--- src/rtl/gpio_bank_pkg.sv ---
package gpio_bank_pkg;

    localparam int ADDR_W = 8;

    // Byte offsets of the register window
    localparam logic [ADDR_W-1:0] OFS_IEN      = 8'h00;
    localparam logic [ADDR_W-1:0] OFS_OUT      = 8'h10;
    localparam logic [ADDR_W-1:0] OFS_OUT_SET  = 8'h14;
    localparam logic [ADDR_W-1:0] OFS_OUT_CLR  = 8'h18;
    localparam logic [ADDR_W-1:0] OFS_IN       = 8'h20;
    localparam logic [ADDR_W-1:0] OFS_RISE_SET = 8'h24;
    localparam logic [ADDR_W-1:0] OFS_RISE_CLR = 8'h28;
    localparam logic [ADDR_W-1:0] OFS_FALL_SET = 8'h2C;
    localparam logic [ADDR_W-1:0] OFS_FALL_CLR = 8'h30;
    localparam logic [ADDR_W-1:0] OFS_STAT     = 8'h34;

    typedef enum logic [3:0] {
        SEL_NONE,
        SEL_IEN,
        SEL_OUT,
        SEL_OUT_SET,
        SEL_OUT_CLR,
        SEL_IN,
        SEL_RISE_SET,
        SEL_RISE_CLR,
        SEL_FALL_SET,
        SEL_FALL_CLR,
        SEL_STAT
    } reg_sel_e;

    function automatic reg_sel_e decode_ofs(input logic [ADDR_W-1:0] a);
        case (a)
            OFS_IEN:      return SEL_IEN;
            OFS_OUT:      return SEL_OUT;
            OFS_OUT_SET:  return SEL_OUT_SET;
            OFS_OUT_CLR:  return SEL_OUT_CLR;
            OFS_IN:       return SEL_IN;
            OFS_RISE_SET: return SEL_RISE_SET;
            OFS_RISE_CLR: return SEL_RISE_CLR;
            OFS_FALL_SET: return SEL_FALL_SET;
            OFS_FALL_CLR: return SEL_FALL_CLR;
            OFS_STAT:     return SEL_STAT;
            default:      return SEL_NONE;
        endcase
    endfunction

endpackage

--- src/rtl/gpio_bank_sync.sv ---
module gpio_bank_sync #(
    parameter int W      = 16,
    parameter int STAGES = 2
) (
    input  logic         clk,
    input  logic         rst_n,
    input  logic [W-1:0] d,
    output logic [W-1:0] q
);
    localparam int LAST = STAGES - 1;

    logic [W-1:0] chain_q [STAGES];

    always_ff @(posedge clk or negedge rst_n) begin
        if (!rst_n) begin
            for (int i = 0; i < STAGES; i++) chain_q[i] <= '0;
        end else begin
            chain_q[0] <= d;
            for (int i = 1; i < STAGES; i++) chain_q[i] <= chain_q[i-1];
        end
    end

    assign q = chain_q[LAST];
endmodule

--- src/rtl/gpio_bank_edge.sv ---
module gpio_bank_edge #(
    parameter int W = 16
) (
    input  logic         clk,
    input  logic         rst_n,
    input  logic [W-1:0] lvl,
    input  logic [W-1:0] rise_en,
    input  logic [W-1:0] fall_en,
    output logic [W-1:0] hit
);
    logic [W-1:0] prev_q;

    always_ff @(posedge clk or negedge rst_n) begin
        if (!rst_n) prev_q <= '0;
        else        prev_q <= lvl;
    end

    // A pin qualifies when its level moved in an armed direction
    assign hit = (lvl & ~prev_q & rise_en) | (~lvl & prev_q & fall_en);
endmodule

--- src/rtl/gpio_edge_bank.sv ---
module gpio_edge_bank
    import gpio_bank_pkg::*;
#(
    parameter int N_PINS      = 16,
    parameter int SYNC_STAGES = 2
) (
    input  logic              clk,
    input  logic              rst_n,
    input  logic [ADDR_W-1:0] bus_addr,
    input  logic              bus_wr,
    input  logic [N_PINS-1:0] bus_wdata,
    input  logic              bus_rd,
    output logic [N_PINS-1:0] bus_rdata,
    input  logic [N_PINS-1:0] pin_in,
    output logic [N_PINS-1:0] pin_out,
    output logic              bank_irq
);
    typedef struct packed {
        logic              ien;
        logic [N_PINS-1:0] dout;
        logic [N_PINS-1:0] rise;
        logic [N_PINS-1:0] fall;
        logic [N_PINS-1:0] stat;
        logic              irq;
    } bank_state_t;

    bank_state_t st_d, st_q;

    logic [N_PINS-1:0] lvl_sync;
    logic [N_PINS-1:0] edge_hit;
    logic [N_PINS-1:0] rise_en;
    logic [N_PINS-1:0] fall_en;
    logic [N_PINS-1:0] stat_bits;
    logic              irq_en;
    logic [N_PINS-1:0] stat_clr;
    reg_sel_e          wsel;
    reg_sel_e          rsel;

    assign rise_en   = st_q.rise;
    assign fall_en   = st_q.fall;
    assign stat_bits = st_q.stat;
    assign irq_en    = st_q.ien;

    gpio_bank_sync #(.W(N_PINS), .STAGES(SYNC_STAGES)) u_sync (
        .clk   (clk),
        .rst_n (rst_n),
        .d     (pin_in),
        .q     (lvl_sync)
    );

    gpio_bank_edge #(.W(N_PINS)) u_edge (
        .clk     (clk),
        .rst_n   (rst_n),
        .lvl     (lvl_sync),
        .rise_en (rise_en),
        .fall_en (fall_en),
        .hit     (edge_hit)
    );

    always_comb begin
        st_d     = st_q;
        wsel     = bus_wr ? decode_ofs(bus_addr) : SEL_NONE;
        stat_clr = '0;
        case (wsel)
            SEL_IEN:      st_d.ien  = bus_wdata[0];
            SEL_OUT:      st_d.dout = bus_wdata;
            SEL_OUT_SET:  st_d.dout = st_q.dout | bus_wdata;
            SEL_OUT_CLR:  st_d.dout = st_q.dout & ~bus_wdata;
            SEL_RISE_SET: st_d.rise = st_q.rise | bus_wdata;
            SEL_RISE_CLR: st_d.rise = st_q.rise & ~bus_wdata;
            SEL_FALL_SET: st_d.fall = st_q.fall | bus_wdata;
            SEL_FALL_CLR: st_d.fall = st_q.fall & ~bus_wdata;
            SEL_STAT:     stat_clr  = bus_wdata;
            default:      ;
        endcase
        // new edges are OR-ed in after the clear, so a set wins
        st_d.stat = (stat_bits & ~stat_clr) | edge_hit;
        st_d.irq  = irq_en & (|edge_hit);
    end

    always_ff @(posedge clk or negedge rst_n) begin
        if (!rst_n) st_q <= '0;
        else        st_q <= st_d;
    end

    always_comb begin
        rsel      = bus_rd ? decode_ofs(bus_addr) : SEL_NONE;
        bus_rdata = '0;
        case (rsel)
            SEL_IEN:                            bus_rdata[0] = irq_en;
            SEL_OUT, SEL_OUT_SET, SEL_OUT_CLR:  bus_rdata    = st_q.dout;
            SEL_IN:                             bus_rdata    = lvl_sync;
            SEL_RISE_SET, SEL_RISE_CLR:         bus_rdata    = rise_en;
            SEL_FALL_SET, SEL_FALL_CLR:         bus_rdata    = fall_en;
            SEL_STAT:                           bus_rdata    = stat_bits;
            default:                            bus_rdata    = '0;
        endcase
    end

    assign pin_out  = st_q.dout;
    assign bank_irq = st_q.irq;
endmodule

--- config.mk ---
export PLATFORM = sky130hd
export DESIGN_NAME = gpio_edge_bank
export DESIGN_NICKNAME = d
export VERILOG_FILES = /design/src/rtl/gpio_bank_pkg.sv /design/src/rtl/gpio_bank_sync.sv /design/src/rtl/gpio_bank_edge.sv /design/src/rtl/gpio_edge_bank.sv
export SDC_FILE = /design/constraint.sdc
export NUM_CORES = 1
export LEC_CHECK = 0
export ABC_AREA = 1
export BUFFER_PORTS_ARGS = -buffer_cell sky130_fd_sc_hd__buf_2
export CAP_MARGIN = 10
export CORE_AREA = 2 2 122 94
export CTS_CLUSTER_SIZE = 12
export DETAILED_ROUTE_END_ITERATION = 12
export DIE_AREA = 0 0 124 96
export GPL_TIMING_DRIVEN = 1
export PLACE_DENSITY_LB_ADDON = 0.2
export SLEW_MARGIN = 10
export SYNTH_ARGS = -nofsm -noshare
export SYNTH_HDL_FRONTEND = slang
export SYNTH_SLANG_ARGS = --single-unit
--- constraint.sdc ---
create_clock -name clk -period 1.3 [get_ports clk]
set_input_delay 0.065 -clock clk [delete_from_list [all_inputs] [get_ports clk]]
set_output_delay 0.065 -clock clk [all_outputs]
set_load 0.02 [all_outputs]
After elaboration in Yosys (flattened, before gate mapping)
Index checks and enable logic that the tools add are counted.

word-level totals
  register bits after elaboration = 114
  input bits = 44
  output and inout bits = 33

operators by class
  eq/ne operators = 28
  mux-type cells = 9
  bitwise operators = 18
  reductions and logical operators = 8

operators with widths
  kind                  count
  $and A16 B16 Y16      8
  $or A16 B16 Y16       5
  $pmux W15 S5          1
  $not A16 Y16          4
  $pmux W16 S2          2
  $eq A8 B6 Y1 const B  6
  $pmux W16 S3          1
  $pmux W4 S10          1
  $eq A4 B3 Y1 const B  7
  $eq A4 B4 Y1 const B  6
  $eq A8 B5 Y1 const B  3
  $eq A4 B2 Y1 const B  4
  $mux W16              1
  $reduce_or A16 Y1     1
  $eq A4 B1 Y1 const B  2
  $logic_not A8 Y1      1
  $mux W4               2
  $pmux W1 S6           1
  $reduce_bool A2 Y1    2
  $reduce_or A2 Y1      2
  $reduce_bool A3 Y1    1
  $reduce_or A3 Y1      1
  $and A1 B1 Y1         1

Logic depth before layout (Yosys ltp)
  word-level depth = 8
  depth in mapped cells = 14
  depth with buffers taken out = 12

Hierarchy
A second synthesis with hierarchy kept.

second synthesis, totals
  cells, all modules = 707
  area, all modules = 5627.9 sq um

by module, submodules not included
  module          times used  cells each  area each (sq um)  sequential area each (sq um)
  gpio_edge_bank  1           563         3966.3             1651.6
  gpio_bank_sync  1           48          920.9              800.8
  gpio_bank_edge  1           96          740.7              400.4

Worst setup path before layout
OpenSTA, ideal clock, no wires.

  kind = input to output
  start = input bus_addr[6]
  end = output bus_rdata[13]
  arrival time = 1342 ps
  data required time = 1235 ps
  slack = -107 ps
  stages on the path = 11
  path through = inv_1 nand2_2 nor2_1 nand2_1 nand2_2 a21oi_2 buf_2 o21ai_2 buf_4 nand3_1 nand2_1

on the way
  longest elaborated chain between the ends = 6
  elaborated cells between the ends (all ways) = 25

RTL lines
  element                                               line                  text
  from (decl)                                           gpio_edge_bank.sv:9   input logic [ADDR_W-1:0] bus_addr,
  $eq A8 B6 Y1 (tied with other cells)                  gpio_bank_pkg.sv:32   case (a)
  $pmux W4 S10 (*)                                      gpio_bank_pkg.sv:32
  $mux W4 (*)                                           gpio_edge_bank.sv:87  rsel = bus_rd ? decode_ofs(bus_addr) : SEL_NONE;
  $eq A4 B2 Y1 (tied with other cells)                  gpio_edge_bank.sv:89  case (rsel)
  $reduce_or A3 Y1 or $reduce_or A2 Y1 (tied branches)  gpio_edge_bank.sv:89
  $pmux W15 S5 (*)                                      gpio_edge_bank.sv:89
  to (decl)                                             gpio_edge_bank.sv:13  output logic [N_PINS-1:0] bus_rdata,

Mark *: on every way between the ends. The rest lies on a longest branch, timed or not.

Final worst setup path
  start = input bus_addr[4]
  end = output bus_rdata[2]

The elaborated chain is that of the path after synthesis.

==> results by group <==
Synth
  • Mapped Nets: 720
  • Avg Synthesized Cell Area: 8.08 um2
  • Mapped Area: 5460 um2
  • Post-synthesis cell count: 676
  • Sequential share of the synthesized area: 0.522
  • Synth Area in Compound Gates: 0.0799
  • Synth Area in Adders: 0
  • Area share of the largest cell type after synthesis: 0.522
  • Synth Area in XOR/XNOR: 0
  • Largest family of logic cells by synthesized area: simple AND/OR/NAND/NOR gates
  • Synth warn: 0
  • Simple logic cell fraction of the synthesized area: 0.319
  • Cells taking the most area after synthesis: dfrtp_1 (52%), nand2_1 (13%), nor2_1 (5.1%)
  • Yosys reg bits: 114
  • Post-synthesis cell type count: 27
  • Multiplexer share of the synthesized area: 0
  • Area leader, netlist: dfrtp_1

Clock network
  • CTS max path bufs: 2
  • H-tree levels: 4
  • Skew-Pair Late Insertion Delay: 420 ps
  • Clock sinks: 114
  • Num CTS Buffers: 17
  • Root Buffer: clkbuf_16
  • CTS tree: yes
  • CTS clock-pin slew for the worst setup and hold paths: 60 ps

Run status
  • Outcome: complete, but fails checks
  • Violated checks: setup timing

Routing
  • Wirelength, routed: 19200 um
  • Vias per inst: 5.66
  • TritonRoute pass-1 iters: 6
  • DRC Markers: 0
  • Vias: 5719
  • ANT nets after route: 0
  • Routed length per instance: 19.0 um
  • Starting DRC count in detailed routing: 567

Worst setup path
  • Critical path arrival: 1730 ps
  • WS Path Type: input port to output port
  • Worst EP required: 1240 ps
  • CP startpoint kind: input port
  • Crit-path max FO: 6
  • Setup crit end kind: output port

Worst hold path
  • Min-Delay Path Class: input port to async pin

STA
  • Worst Max-Slew Pin Slew: 401 ps
  • Setup Viol. Count Final: 20
  • Slew margin rel.: 0.732
  • Crit path time final: 1800 ps
  • Final Hold Slack: 107 ps
  • Setup ws final: -497 ps
  • Worst Skew: 6.23 ps
  • Slew Viols, Final: 0
  • RSZ-0062 raised after global routing: true
  • Fmax: 556 MHz
  • Final Hold Fails: 0
  • Period utilization: 1.38

Floorplan
  • Die span in y: 96 um
  • Initial Utilization: 0.509
  • Die area: 11900 um2
  • Core Rows: 33
  • Core ar.: 10700 um2
  • IO Pins: 77
  • Die W: 124 um

Power
  • Lkg Pwr: 4.04 nW
  • Peak VDD IR: 0.876 mV
  • PwrDens: 1150 nW/um2

GRT
  • Pin count of the biggest net entering global routing: 29
  • Initial antenna violation count: 0
  • Global-route wire length before repair: 26600 um
  • Total gr overflow: 0
  • Gr usage total: 0.305
  • Vias in the first global route: 5311

Placement
  • RD Place Congestion: 0.882
  • DP Wirelength: 10800 um
  • Buffers on Ports: 76
  • Worst slack after detailed placement: -513 ps

Finish
  • Commonest non-fill, non-tap cells in the layout: nand2_1 (153), dfrtp_1 (113), inv_1 (55), buf_2 (51), nor2_1 (46)
  • Commonest non-fill, non-tap cell in the layout: nand2_1
  • Fin nets: 903
  • # diodes: 0
  • Share of layout cells above drive strength 1: 0.386
  • Finished Core Util: 0.777
  • Area growth, synth to finish: 52.7%

Job
  • Max-Cap Viols: 0
## final timing paths
check,cells after the start,slack (ps),end,from
hold reg to reg,0,350,u_sync.q[8]$_DFF_PN0_,u_sync.chain_q[24]$_DFF_PN0_
hold / removal,2,110,u_sync.chain_q[16]$_DFF_PN0_,rst_n
setup reg to reg,8,-170,bank_irq$_DFF_PN0_,u_sync.q[1]$_DFF_PN0_
max in group asynchronous,3,670,u_sync.q[0]$_DFF_PN0_,rst_n
setup / recovery,14,-500,bus_rdata[2],bus_addr[4]
min in group clk,2,290,u_sync.chain_q[26]$_DFF_PN0_,pin_in[10]
## routing by layer
| metal | track usage | vias up | share of wire |
|---|---|---|---|
| li1 | - | 2537 | - |
| met1 | 0.388 | 2736 | 0.40 |
| met2 | 0.498 | 355 | 0.46 |
| met3 | 0.0741 | 91 | 0.096 |
| met4 | 0.136 | 0 | 0.040 |
| met5 | 0 | - | 0 |
## critical path, cell delays in order
cell and delay [ps]:
buf_4 140, inv_2 90, nand2_1 80, nor2_2 150, nand2_1 120, nand3_4 120
nand2_4 80, nor2_4 260, buf_6 190, nand3_1 120, nand2_1 110, nor2_2 50
nand2_2 60, buf_6 110
## cell usage after synthesis (all sizes together)
library cell	count
o21ai	50
nor3	19
a31oi	10
nand4	18
nand3	57
dfrtp	114
nand2	210
a31o	2
nor2	82
buf	20
a21oi	19
inv	75
## metrics by stage
step / instances / power, W / setup TNS [ps] / area (um2)
global placement: 924 / 0.00508 / -25730 / 6480
finish: 1011 / 0.00960 / -7760 / 8340
CTS: 999 / 0.00951 / -5430 / 7750
floorplan: 676 / 0.00460 / 0 / 5590
detailed placement: 924 / 0.00512 / -28960 / 6480
global route: 1011 / 0.00992 / -10900 / 8340
## kinds of logic after synthesis
group / count (synthesis)
simple gates: 386
flops: 114
buf+inv: 95
compound gates: 81
## final cells by class
type | instances | area [um2]
Multi-Input combinational cell | 468 | 2720
Fill cell | 691 | 2390
Clock buffer | 17 | 425
Tap cell | 140 | 175
Inverter | 75 | 297
Timing Repair Buffer | 183 | 1750
Sequential cell | 114 | 2850
Clock inverter | 14 | 118
## where the power goes
| part | internal, W | total (W) | switching [W] |
|---|---|---|---|
| clock | 0.00260 | 0.00429 | 0.00169 |
| combinational | 0.000513 | 0.00125 | 0.000732 |
| sequential | 0.00384 | 0.00406 | 0.000225 |
| total | 0.00695 | 0.00960 | 0.00265 |
## repair_timing
action / 4_1_cts / 5_1_grt
hold buffers: 33 / 0
setup endpoints to repair: 26 / 60
cloned: 1 / 6
pin swaps: 38 / 48
setup buffers: 10 / 6
hold endpoints to repair: 162 / 0
resized for setup: 78 / 120
(Power assumes the default switching activity.)
